### src/rtl/ssx_pkg.sv
package ssx_pkg;
  // one-cycle event strobes derived from the serial clock
  typedef struct packed {
    logic rise;
    logic fall;
  } sclk_edge_t;
endpackage

### src/rtl/ssx_clkgen.sv
module ssx_clkgen
  import ssx_pkg::*;
#(
  parameter int DIV_W = 8
) (
  input  logic             clk,
  input  logic             rst_n,
  input  logic             tick,
  input  logic             run,
  input  logic             use_ext,
  input  logic [DIV_W-1:0] div_k,
  input  logic             ext_sclk,
  output logic             sclk_out,
  output sclk_edge_t       edges
);
  logic [DIV_W-1:0] cnt_q, cnt_d;
  logic             sclk_q, sclk_d;
  logic [2:0]       ext_q;
  logic [DIV_W-1:0] half_m1;
  sclk_edge_t       int_e, ext_e;

  // half period is k/2 + 1 ticks; compare against k/2
  assign half_m1 = div_k >> 1;

  always_comb begin
    cnt_d      = cnt_q;
    sclk_d     = sclk_q;
    int_e.rise = 1'b0;
    int_e.fall = 1'b0;
    if (!run || use_ext) begin
      cnt_d  = '0;
      sclk_d = 1'b1;
    end else if (tick) begin
      if (cnt_q == half_m1) begin
        cnt_d      = '0;
        sclk_d     = ~sclk_q;
        int_e.fall = sclk_q;
        int_e.rise = ~sclk_q;
      end else begin
        cnt_d = cnt_q + 1'b1;
      end
    end
  end

  always_ff @(posedge clk or negedge rst_n) begin
    if (!rst_n) begin
      cnt_q  <= '0;
      sclk_q <= 1'b1;
      ext_q  <= 3'b111;
    end else begin
      cnt_q  <= cnt_d;
      sclk_q <= sclk_d;
      ext_q  <= {ext_q[1:0], ext_sclk};
    end
  end

  assign ext_e.rise = ext_q[1] & ~ext_q[2];
  assign ext_e.fall = ~ext_q[1] & ext_q[2];
  assign edges      = use_ext ? ext_e : int_e;
  assign sclk_out   = sclk_q;
endmodule

### src/rtl/ssx_core.sv
module ssx_core
  import ssx_pkg::*;
#(
  parameter int DATA_W = 8,
  parameter int LEN_W  = $clog2(DATA_W + 1)
) (
  input  logic              clk,
  input  logic              rst_n,
  input  sclk_edge_t        edges,
  input  logic              tx_en,
  input  logic              rx_en,
  input  logic              msb_first,
  input  logic              invert,
  input  logic              irq_on_done,
  input  logic [LEN_W-1:0]  frame_len,
  input  logic              tx_wr,
  input  logic [DATA_W-1:0] tx_wdata,
  input  logic              rx_rd,
  input  logic              ovr_clr,
  input  logic              rxd,
  output logic              txbit,
  output logic              busy,
  output logic              tx_empty,
  output logic [DATA_W-1:0] rx_data,
  output logic              rx_full,
  output logic              overrun,
  output logic              tx_irq,
  output logic              rx_irq
);
  logic [DATA_W-1:0] tbuf_q, tbuf_d, tsh_q, tsh_d, rsh_q, rsh_d, rdat_q, rdat_d;
  logic [DATA_W-1:0] load_sh, tnext, rnext;
  logic [LEN_W-1:0]  bitn_q, bitn_d, len_q, len_d, len_in;
  logic tfull_q, tfull_d, busy_q, busy_d, rxon_q, rxon_d, msb_q, msb_d;
  logic txb_q, txb_d, rfull_q, rfull_d, ovr_q, ovr_d, tirq_q, tirq_d, rirq_q, rirq_d;
  logic rbit;

  assign len_in  = (frame_len == '0 || frame_len > LEN_W'(DATA_W)) ? LEN_W'(DATA_W) : frame_len;
  assign load_sh = msb_first ? (tbuf_q << (DATA_W - int'(len_in))) : tbuf_q;
  assign tnext   = msb_q ? (tsh_q << 1) : (tsh_q >> 1);
  assign rbit    = rxd ^ invert;
  assign rnext   = msb_q ? {rsh_q[DATA_W-2:0], rbit} : {rbit, rsh_q[DATA_W-1:1]};

  always_comb begin
    tbuf_d = tbuf_q; tfull_d = tfull_q; tsh_d = tsh_q; rsh_d = rsh_q;
    rdat_d = rdat_q; bitn_d = bitn_q; len_d = len_q; busy_d = busy_q;
    rxon_d = rxon_q; msb_d = msb_q; txb_d = txb_q; rfull_d = rfull_q;
    ovr_d = ovr_q; tirq_d = 1'b0; rirq_d = 1'b0;
    if (tx_wr) begin
      tbuf_d  = tx_wdata;
      tfull_d = 1'b1;
    end
    if (rx_rd)   rfull_d = 1'b0;
    if (ovr_clr) ovr_d   = 1'b0;
    if (!busy_q) begin
      if (tfull_q && tx_en) begin
        busy_d  = 1'b1;
        tfull_d = tx_wr;
        len_d   = len_in;
        msb_d   = msb_first;
        rxon_d  = rx_en;
        bitn_d  = '0;
        rsh_d   = '0;
        tsh_d   = load_sh;
        txb_d   = msb_first ? load_sh[DATA_W-1] : load_sh[0];
        tirq_d  = ~irq_on_done;
      end
    end else if (edges.fall && bitn_q != '0) begin
      tsh_d = tnext;
      txb_d = msb_q ? tnext[DATA_W-1] : tnext[0];
    end else if (edges.rise) begin
      rsh_d  = rnext;
      bitn_d = bitn_q + 1'b1;
      if (bitn_q + 1'b1 == len_q) begin
        busy_d = 1'b0;
        txb_d  = 1'b1;
        tirq_d = irq_on_done;
        if (rxon_q) begin
          rdat_d  = msb_q ? rnext : (rnext >> (DATA_W - int'(len_q)));
          if (rfull_q && !rx_rd) ovr_d = 1'b1;
          rfull_d = 1'b1;
          rirq_d  = 1'b1;
        end
      end
    end
  end

  always_ff @(posedge clk or negedge rst_n) begin
    if (!rst_n) begin
      tbuf_q <= '0; tfull_q <= 1'b0; tsh_q <= '0; rsh_q <= '0; rdat_q <= '0;
      bitn_q <= '0; len_q <= '0; busy_q <= 1'b0; rxon_q <= 1'b0; msb_q <= 1'b0;
      txb_q <= 1'b1; rfull_q <= 1'b0; ovr_q <= 1'b0; tirq_q <= 1'b0; rirq_q <= 1'b0;
    end else begin
      tbuf_q <= tbuf_d; tfull_q <= tfull_d; tsh_q <= tsh_d; rsh_q <= rsh_d; rdat_q <= rdat_d;
      bitn_q <= bitn_d; len_q <= len_d; busy_q <= busy_d; rxon_q <= rxon_d; msb_q <= msb_d;
      txb_q <= txb_d; rfull_q <= rfull_d; ovr_q <= ovr_d; tirq_q <= tirq_d; rirq_q <= rirq_d;
    end
  end

  assign txbit    = txb_q;
  assign busy     = busy_q;
  assign tx_empty = ~tfull_q;
  assign rx_data  = rdat_q;
  assign rx_full  = rfull_q;
  assign overrun  = ovr_q;
  assign tx_irq   = tirq_q;
  assign rx_irq   = rirq_q;
endmodule

### src/rtl/sync_serial_xcvr.sv
module sync_serial_xcvr
  import ssx_pkg::*;
#(
  parameter int DATA_W = 8,
  parameter int DIV_W  = 8,
  parameter int LEN_W  = $clog2(DATA_W + 1)
) (
  input  logic              clk,
  input  logic              rst_n,
  input  logic              tick,
  input  logic              ext_sclk,
  output logic              sclk_out,
  output logic              txd,
  input  logic              rxd,
  input  logic              tx_en,
  input  logic              rx_en,
  input  logic              use_ext_clk,
  input  logic              msb_first,
  input  logic              invert,
  input  logic              irq_on_done,
  input  logic [LEN_W-1:0]  frame_len,
  input  logic [DIV_W-1:0]  div_k,
  input  logic              tx_wr,
  input  logic [DATA_W-1:0] tx_wdata,
  input  logic              rx_rd,
  input  logic              ovr_clr,
  output logic [DATA_W-1:0] rx_data,
  output logic              rx_full,
  output logic              overrun,
  output logic              tx_irq,
  output logic              rx_irq,
  output logic              tx_empty,
  output logic              busy
);
  logic [1:0] rst_sync_q;
  logic       rst_n_i;
  logic       txbit;
  sclk_edge_t edges;

  // asynchronous assertion, synchronous release
  always_ff @(posedge clk or negedge rst_n) begin
    if (!rst_n) rst_sync_q <= 2'b00;
    else        rst_sync_q <= {rst_sync_q[0], 1'b1};
  end
  assign rst_n_i = rst_sync_q[1];

  ssx_clkgen #(.DIV_W(DIV_W)) u_clkgen (
    .clk      (clk),
    .rst_n    (rst_n_i),
    .tick     (tick),
    .run      (busy),
    .use_ext  (use_ext_clk),
    .div_k    (div_k),
    .ext_sclk (ext_sclk),
    .sclk_out (sclk_out),
    .edges    (edges)
  );

  ssx_core #(.DATA_W(DATA_W), .LEN_W(LEN_W)) u_core (
    .clk         (clk),
    .rst_n       (rst_n_i),
    .edges       (edges),
    .tx_en       (tx_en),
    .rx_en       (rx_en),
    .msb_first   (msb_first),
    .invert      (invert),
    .irq_on_done (irq_on_done),
    .frame_len   (frame_len),
    .tx_wr       (tx_wr),
    .tx_wdata    (tx_wdata),
    .rx_rd       (rx_rd),
    .ovr_clr     (ovr_clr),
    .rxd         (rxd),
    .txbit       (txbit),
    .busy        (busy),
    .tx_empty    (tx_empty),
    .rx_data     (rx_data),
    .rx_full     (rx_full),
    .overrun     (overrun),
    .tx_irq      (tx_irq),
    .rx_irq      (rx_irq)
  );

  assign txd = txbit ^ invert;
endmodule

### config.mk
export PLATFORM = sky130hd
export DESIGN_NAME = sync_serial_xcvr
export DESIGN_NICKNAME = d
export VERILOG_FILES = /design/src/rtl/ssx_pkg.sv /design/src/rtl/ssx_clkgen.sv /design/src/rtl/ssx_core.sv /design/src/rtl/sync_serial_xcvr.sv
export SDC_FILE = /design/constraint.sdc
export NUM_CORES = 1
export LEC_CHECK = 0
export BUFFER_PORTS_ARGS = -buffer_cell sky130_fd_sc_hd__buf_2
export CORE_UTILIZATION = 46
export CTS_BUF_LIST = sky130_fd_sc_hd__clkbuf_4 sky130_fd_sc_hd__clkbuf_8
export CTS_CLUSTER_DIAMETER = 100
export DETAILED_ROUTE_END_ITERATION = 10
export HOLD_SLACK_MARGIN = 0.08
export PLACE_DENSITY = 0.66
export REMOVE_ABC_BUFFERS = 1
export SLEW_MARGIN = 20
export SYNTH_ARGS = -nofsm -noshare
export SYNTH_HDL_FRONTEND = slang
export SYNTH_HIERARCHICAL = 1
export SYNTH_SLANG_ARGS = --single-unit
### constraint.sdc
create_clock -name clk -period 4.65 [get_ports clk]
set_input_delay 1.395 -clock clk [delete_from_list [all_inputs] [get_ports clk]]
set_output_delay 1.395 -clock clk [all_outputs]
set_load 0.02 [all_outputs]
# After elaboration in Yosys (flattened, before gate mapping)
# Index checks and enable logic that the tools add are counted.
# word_totals
regBits,63
latch_bits,0
mem_bits_rw,0
rom_bits,0
input_bits,34
out_inout_bits,16
wordCells,126
n_memories,0
# op_classes
add_sub_neg,4
mul,0
div,0
magnitude_cmp,1
n_eq_ne,7
n_shift,2
n_mux,64
n_bitwise,11
reduce_logical,18
# ops
cell,count
$mux 8,14
$mux 1,41
$shl 8x32->8,1
$shr 8x32->8,1
$mux 4,5
$sub 4x4->5 const A,2
$add 8x1->8 const B,1
$eq 8x7->1,1
$mux 2,4
$not 1->1,7
$ne 2x2->1 const B,3
$ne 3x3->1 const B,2
$reduce_and 2->1,3
$reduce_and 3->1,2
$reduce_bool 2->1,3
$reduce_and 5->1,1
$add 4x1->4 const B,1
$eq 4x4->1,1
$gt 4x4->1 const B,1
$logic_not 4->1,1
$reduce_bool 4->1,1
$logic_and 1x1->1,3
$and 1x1->1,2
$logic_not 1->1,2
other kinds (2),4

# Depth between registers and ports, before layout
# logic_depth
word_depth,9
ltp_mapped,12
mapped_depth_nobuf,10

# Modules after synthesis
# The synthesis kept the hierarchy.
# by_module_without_submodules
mod,n_inst,cells_each,area_per_inst_um2,seq_area_each_um2
ssx_core,1,352,3245.6,1227.4
ssx_clkgen,1,66,673.1,305.3
sync_serial_xcvr,1,4,62.6,50.0

# Worst setup path after synthesis
# OpenSTA, ideal clock, no wires.
# synth_path
path_type,input to register
startpoint,input frame_len[3]
endpoint,register u_core.tsh_q[7]
setup_time_ns,0.124
arrival_time_ns,3.166
required_ns,4.526
path_slack_ns,1.360
cell_stages,11
path_buffers,3
path_cell_list,buf_6 -> nor2b_4 -> buf_6 -> inv_1 -> ha_1 -> clkbuf_8 -> xnor2_4 -> mux4_2 -> nor2_1 -> nor4b_2 -> o31a_1
# synth_via
elab_chain_len,8
elab_cells_between_ends,9
cone_classes,1 x add/sub; 1 x order compare; 1 x shift; 4 x mux; 2 x reduce/logical
# synth_lines
element,line_no,source
from (decl),sync_serial_xcvr.sv:21,"input logic [LEN_W-1:0] frame_len,"
$gt 4x4->1 / $logic_not 4->1 (equally long branches),ssx_core.sv:37,assign len_in = (frame_len == '0 || frame_len > LEN_W'(DATA_W)) ? LEN_W'(DATA_W) : frame_len;
$logic_or 1x1->1,ssx_core.sv:37,
$mux 4 *,ssx_core.sv:37,
$sub 4x4->5 *,ssx_core.sv:38,assign load_sh = msb_first ? (tbuf_q << (DATA_W - int'(len_in))) : tbuf_q;
$shl 8x32->8 *,ssx_core.sv:38,
$mux 8 *,ssx_core.sv:38,
$mux 8 *,ssx_core.sv:55,if (tfull_q && tx_en) begin
$mux 8 *,ssx_core.sv:54,if (!busy_q) begin
to (signal assigned),ssx_core.sv:93,tbuf_q <= tbuf_d; tfull_q <= tfull_d; tsh_q <= tsh_d; rsh_q <= rsh_d; rdat_q <= rdat_d;
to (decl),ssx_core.sv:30,"logic [DATA_W-1:0] tbuf_q, tbuf_d, tsh_q, tsh_d, rsh_q, rsh_d, rdat_q, rdat_d;"
# Every way passes the cells marked *; elsewhere a longest branch is shown, timed or not. The select of a mux whose other input is x is not followed.
# A chain may end at the register's enable or synchronous reset.

==> flow_metrics.py <==
metrics = {
    "synth": {
        "ys_seq_area_share_pct": 39.8,
        "synth_top_family_by_area": "simple AND/OR/NAND/NOR gates",
        "synth_cell_types": 70,
        "synth-simple-area-share_pct": 19.6,
        "muxShareOfSynthArea_pct": 11.0,
        "netlist_area_mm2": 0.00398,
        "synth_warnings": 6,
        "async_reset_ff_share_pct": 100,
        "synth-compound-area-share_pct": 16.6,
        "synth-xor-area-share_pct": 6.19,
        "synthCells": 422,
        "synth_top_flop_cell": "dfrtp_1",
        "synth_area_per_cell_um2": 9.43,
        "synth_edf_count": 0,
        "ys_ff_latch": 63,
        "synth_fa_ha_area_share_pct": 1.57,
    },
    "die": {
        "die-area_mm2": 0.00903,
        "die_h_um": 95.0,
        "start_util_pct": 48.0,
        "die_w_um": 95.0,
        "coreArea_mm2": 0.00830,
        "row_count": 33,
        "io_pins": 50,
    },
    "worst_setup_path": {
        "crit_arrival_ns": 3.86,
        "worstPathRequired_ns": 4.92,
        "worstPathCellList": "buf_2 -> xor2_1 -> nor4_1 -> nand3_1 -> o21ai_0 -> nand3_1 -> nor4_2 -> and2_1 -> nor2_1 -> a31oi_1",
        "worstRegToRegCells": 8,
        "r2r-start": "u_core/busy",
        "critPathLaunchType": "primary input",
        "critPathMostFrequentCell": "nand3_1",
        "rrSetupSlack_ns": 1.63,
        "r2r_end": "u_core/rx_data[1]",
        "setup.worst_path.start": "div_k[2]",
        "crit_path_top_delay_cell": "and2_1",
        "end_kind": "register",
        "setup.worst_path.class": "in -> reg",
        "worstPathMaxFanout": 19,
        "cp_slowest_stage_delay_ns": 0.62,
    },
    "drt": {
        "drt_iter0_markers": 208,
        "wl_per_cell_um": 15.6,
        "drt_wl_total_um": 8880,
        "num_vias": 3320,
        "dr.pass1.iters": 5,
        "drtAntennaViolNets": 0,
        "drc": 0,
        "vias_per_cell": 5.82,
    },
    "power": {
        "ir_worst_vdd_v": 0.000244,
        "leakagePower_nw": 1.91,
        "total_power_mw": 2.38,
        "p_per_area_mw_per_mm2": 537,
    },
    "grt": {
        "gr-total-overflow": 0,
        "grt_pass1_vias": 3080,
        "antenna_found_initial": 0,
        "grt.total_usage_pct": 21.5,
        "grt_max_degree": 35,
        "grt_pass1_wl_um": 14900,
    },
    "placement": {
        "place_congestion": 0.922,
        "io_buffers": 48,
        "hpwlAfterDp_um": 6250,
        "place_ws_ns": 0.716,
        "dp_cells": 554,
    },
    "run": {
        "maxCapViolCount": 0,
    },
    "timing": {
        "setup_violations": 0,
        "period_share_pct": 77.3,
        "setup_tns_ns": 0,
        "worst_hold_slack_ns": 0.285,
        "hold_viol": 0,
        "finalCriticalPeriod_ns": 3.59,
        "rsz0062_at_grt": "false",
        "clock_skew_ns": 0.00893,
        "tightestPinTransition_ns": 0.814,
        "fmax_ghz": 0.278,
        "final.setup.worst_slack_ns": 1.06,
        "drv_slew": 0,
        "relSlewSlack_pct": 45.7,
    },
    "clock_network": {
        "clkLatencyLatePin_ns": 0.35,
        "postCtsSetupBuffers": 0,
        "clock-root-buffer": "clkbuf_8",
        "clkSinkCount": 63,
        "cts_tree": "yes",
        "cts-htree-levels": 3,
        "cts_buffer_depth": 2,
        "clkTransAtPathRegs_ns": 0.07,
        "holdBufCountCts": 0,
        "cts_resized": 0,
        "cts_buffers": 9,
    },
    "hold_path": {
        "hp-class": "reg -> async",
    },
    "status": {
        "outcome": "completed",
    },
    "final_layout": {
        "nNetsFinal": 499,
        "antenna_cells": 0,
        "drive_gt1_share_pct": 22.4,
        "syn2layout_area_growth_pct": 11.4,
        "layout.cells.non_filler": 570,
    },
}
[logic make-up after synthesis]
kind of cell             after synthesis
multiplexers                          36
XOR/XNOR                              26
AND/OR/NAND/NOR                      153
adder cells (fa/ha/maj)                5
buffers and inverters                 38
flip-flops                            63
other                                  1
AO/OA/AOI/OAI                        100
[worst max path at each step]
stage	end	slack (ns)	cells past startpoint
CTS	u_core/rx_data[2]	1.07	10
floorplan	u_core/bitn_q[3]	0.89	9
finish	u_core/rx_data[1]	1.06	10
global route	u_core/rx_data[1]	0.77	10
detailed placement	u_core/rx_data[2]	0.72	9
global placement	u_core/overrun	0.76	9
[per-layer routing]
metal,GRT usage (%),up-vias,routed length [um]
met4,8.46,0,118
met3,3.59,11,406
li1,-,1583,-
met2,33.9,96,4220
met1,29.3,1630,4140
met5,0,-,0
[power by group]
group | switching, mW | internal [mW]
clock | 0.222 | 0.291
combinational | 0.513 | 0.432
sequential | 0.228 | 0.699
total | 0.963 | 1.42
[area by class of cell]
class / instances / area (um2)
sequential: 63 / 1580
multi-input combinational: 321 / 2190
tap: 105 / 131
timing repair buffer: 51 / 263
fill: 751 / 3860
clock inverter: 4 / 52.6
clock buffer: 12 / 165
inverter: 14 / 52.6
[layout by cell type (no fill, tap or decap), types with 3 or more instances in the layout]
cell type | netlist | final
o21ai_0 | 34 | 34
mux4_2 | 5 | 5
a22oi_1 | 3 | 3
o211ai_1 | 4 | 4
a21o_1 | 3 | 3
nor2b_1 | 5 | 5
a211oi_1 | 7 | 7
mux2_2 | 10 | 10
a32oi_1 | 3 | 3
nor3_1 | 12 | 12
clkbuf_8 | 3 | 12
mux2i_1 | 20 | 20
nand2_1 | 42 | 42
nor2_1 | 38 | 38
nand3_1 | 20 | 20
a31oi_1 | 4 | 4
dfstp_2 | 5 | 5
buf_4 | 2 | 3
nand3b_1 | 3 | 3
nand2b_1 | 10 | 10
xor2_1 | 10 | 10
ha_1 | 5 | 5
inv_1 | 14 | 14
a21oi_1 | 18 | 18
nand4_1 | 3 | 3
buf_2 | 6 | 48
xnor2_1 | 15 | 15
dfrtp_1 | 58 | 57
clkinvlp_4 | 0 | 3
[synth_stat cells (5+ instances only)]
cell      number  area [um2]
dfstp_2        5         131
nor2b_1        5        31.3
nand2_1       42         158
o21ai_0       34         170
dfrtp_1       58        1450
a211oi_1       7        52.6
nor2_1        38         143
ha_1           5        62.6
inv_1         14        52.6
mux4_2         5         113
clkbuf_1       9        33.8
xnor2_1       15         131
a21oi_1       18        90.1
mux2_2        10         113
buf_2          6        30.0
xor2_1        10        87.6
nor3_1        12        60.1
nand3_1       20         100
nand2b_1      10        62.6
mux2i_1       20         200
[worst max-delay path, delay by kind of cell]
family                    cells  cell delay [ns]
and+or+nand+nor               6             1.74
AOI/OAI and AO/OA             2             0.48
xor gates and xnor gates      1             0.14
buffers and inverters         1             0.10
[per-stage QoR]
stage	instance area, um2	util, %
detailed placement	4220	50.8
global route	4440	53.5
finish	4440	53.5
global placement	4220	50.8
floorplan	3820	-
CTS	4440	53.5
[state kept, by name, indices dropped and copies added, names as in the netlist, 2 cells and up]
register / cells
u_clkgen/cnt_q: 8
u_clkgen/ext_q: 3
u_core/rsh_q: 8
rst_sync_q: 2
u_core/tsh_q: 8
u_core/rx_data: 8
u_core/len_q: 4
u_core/bitn_q: 4
u_core/tbuf_q: 8
(Power assumes the default switching activity.)
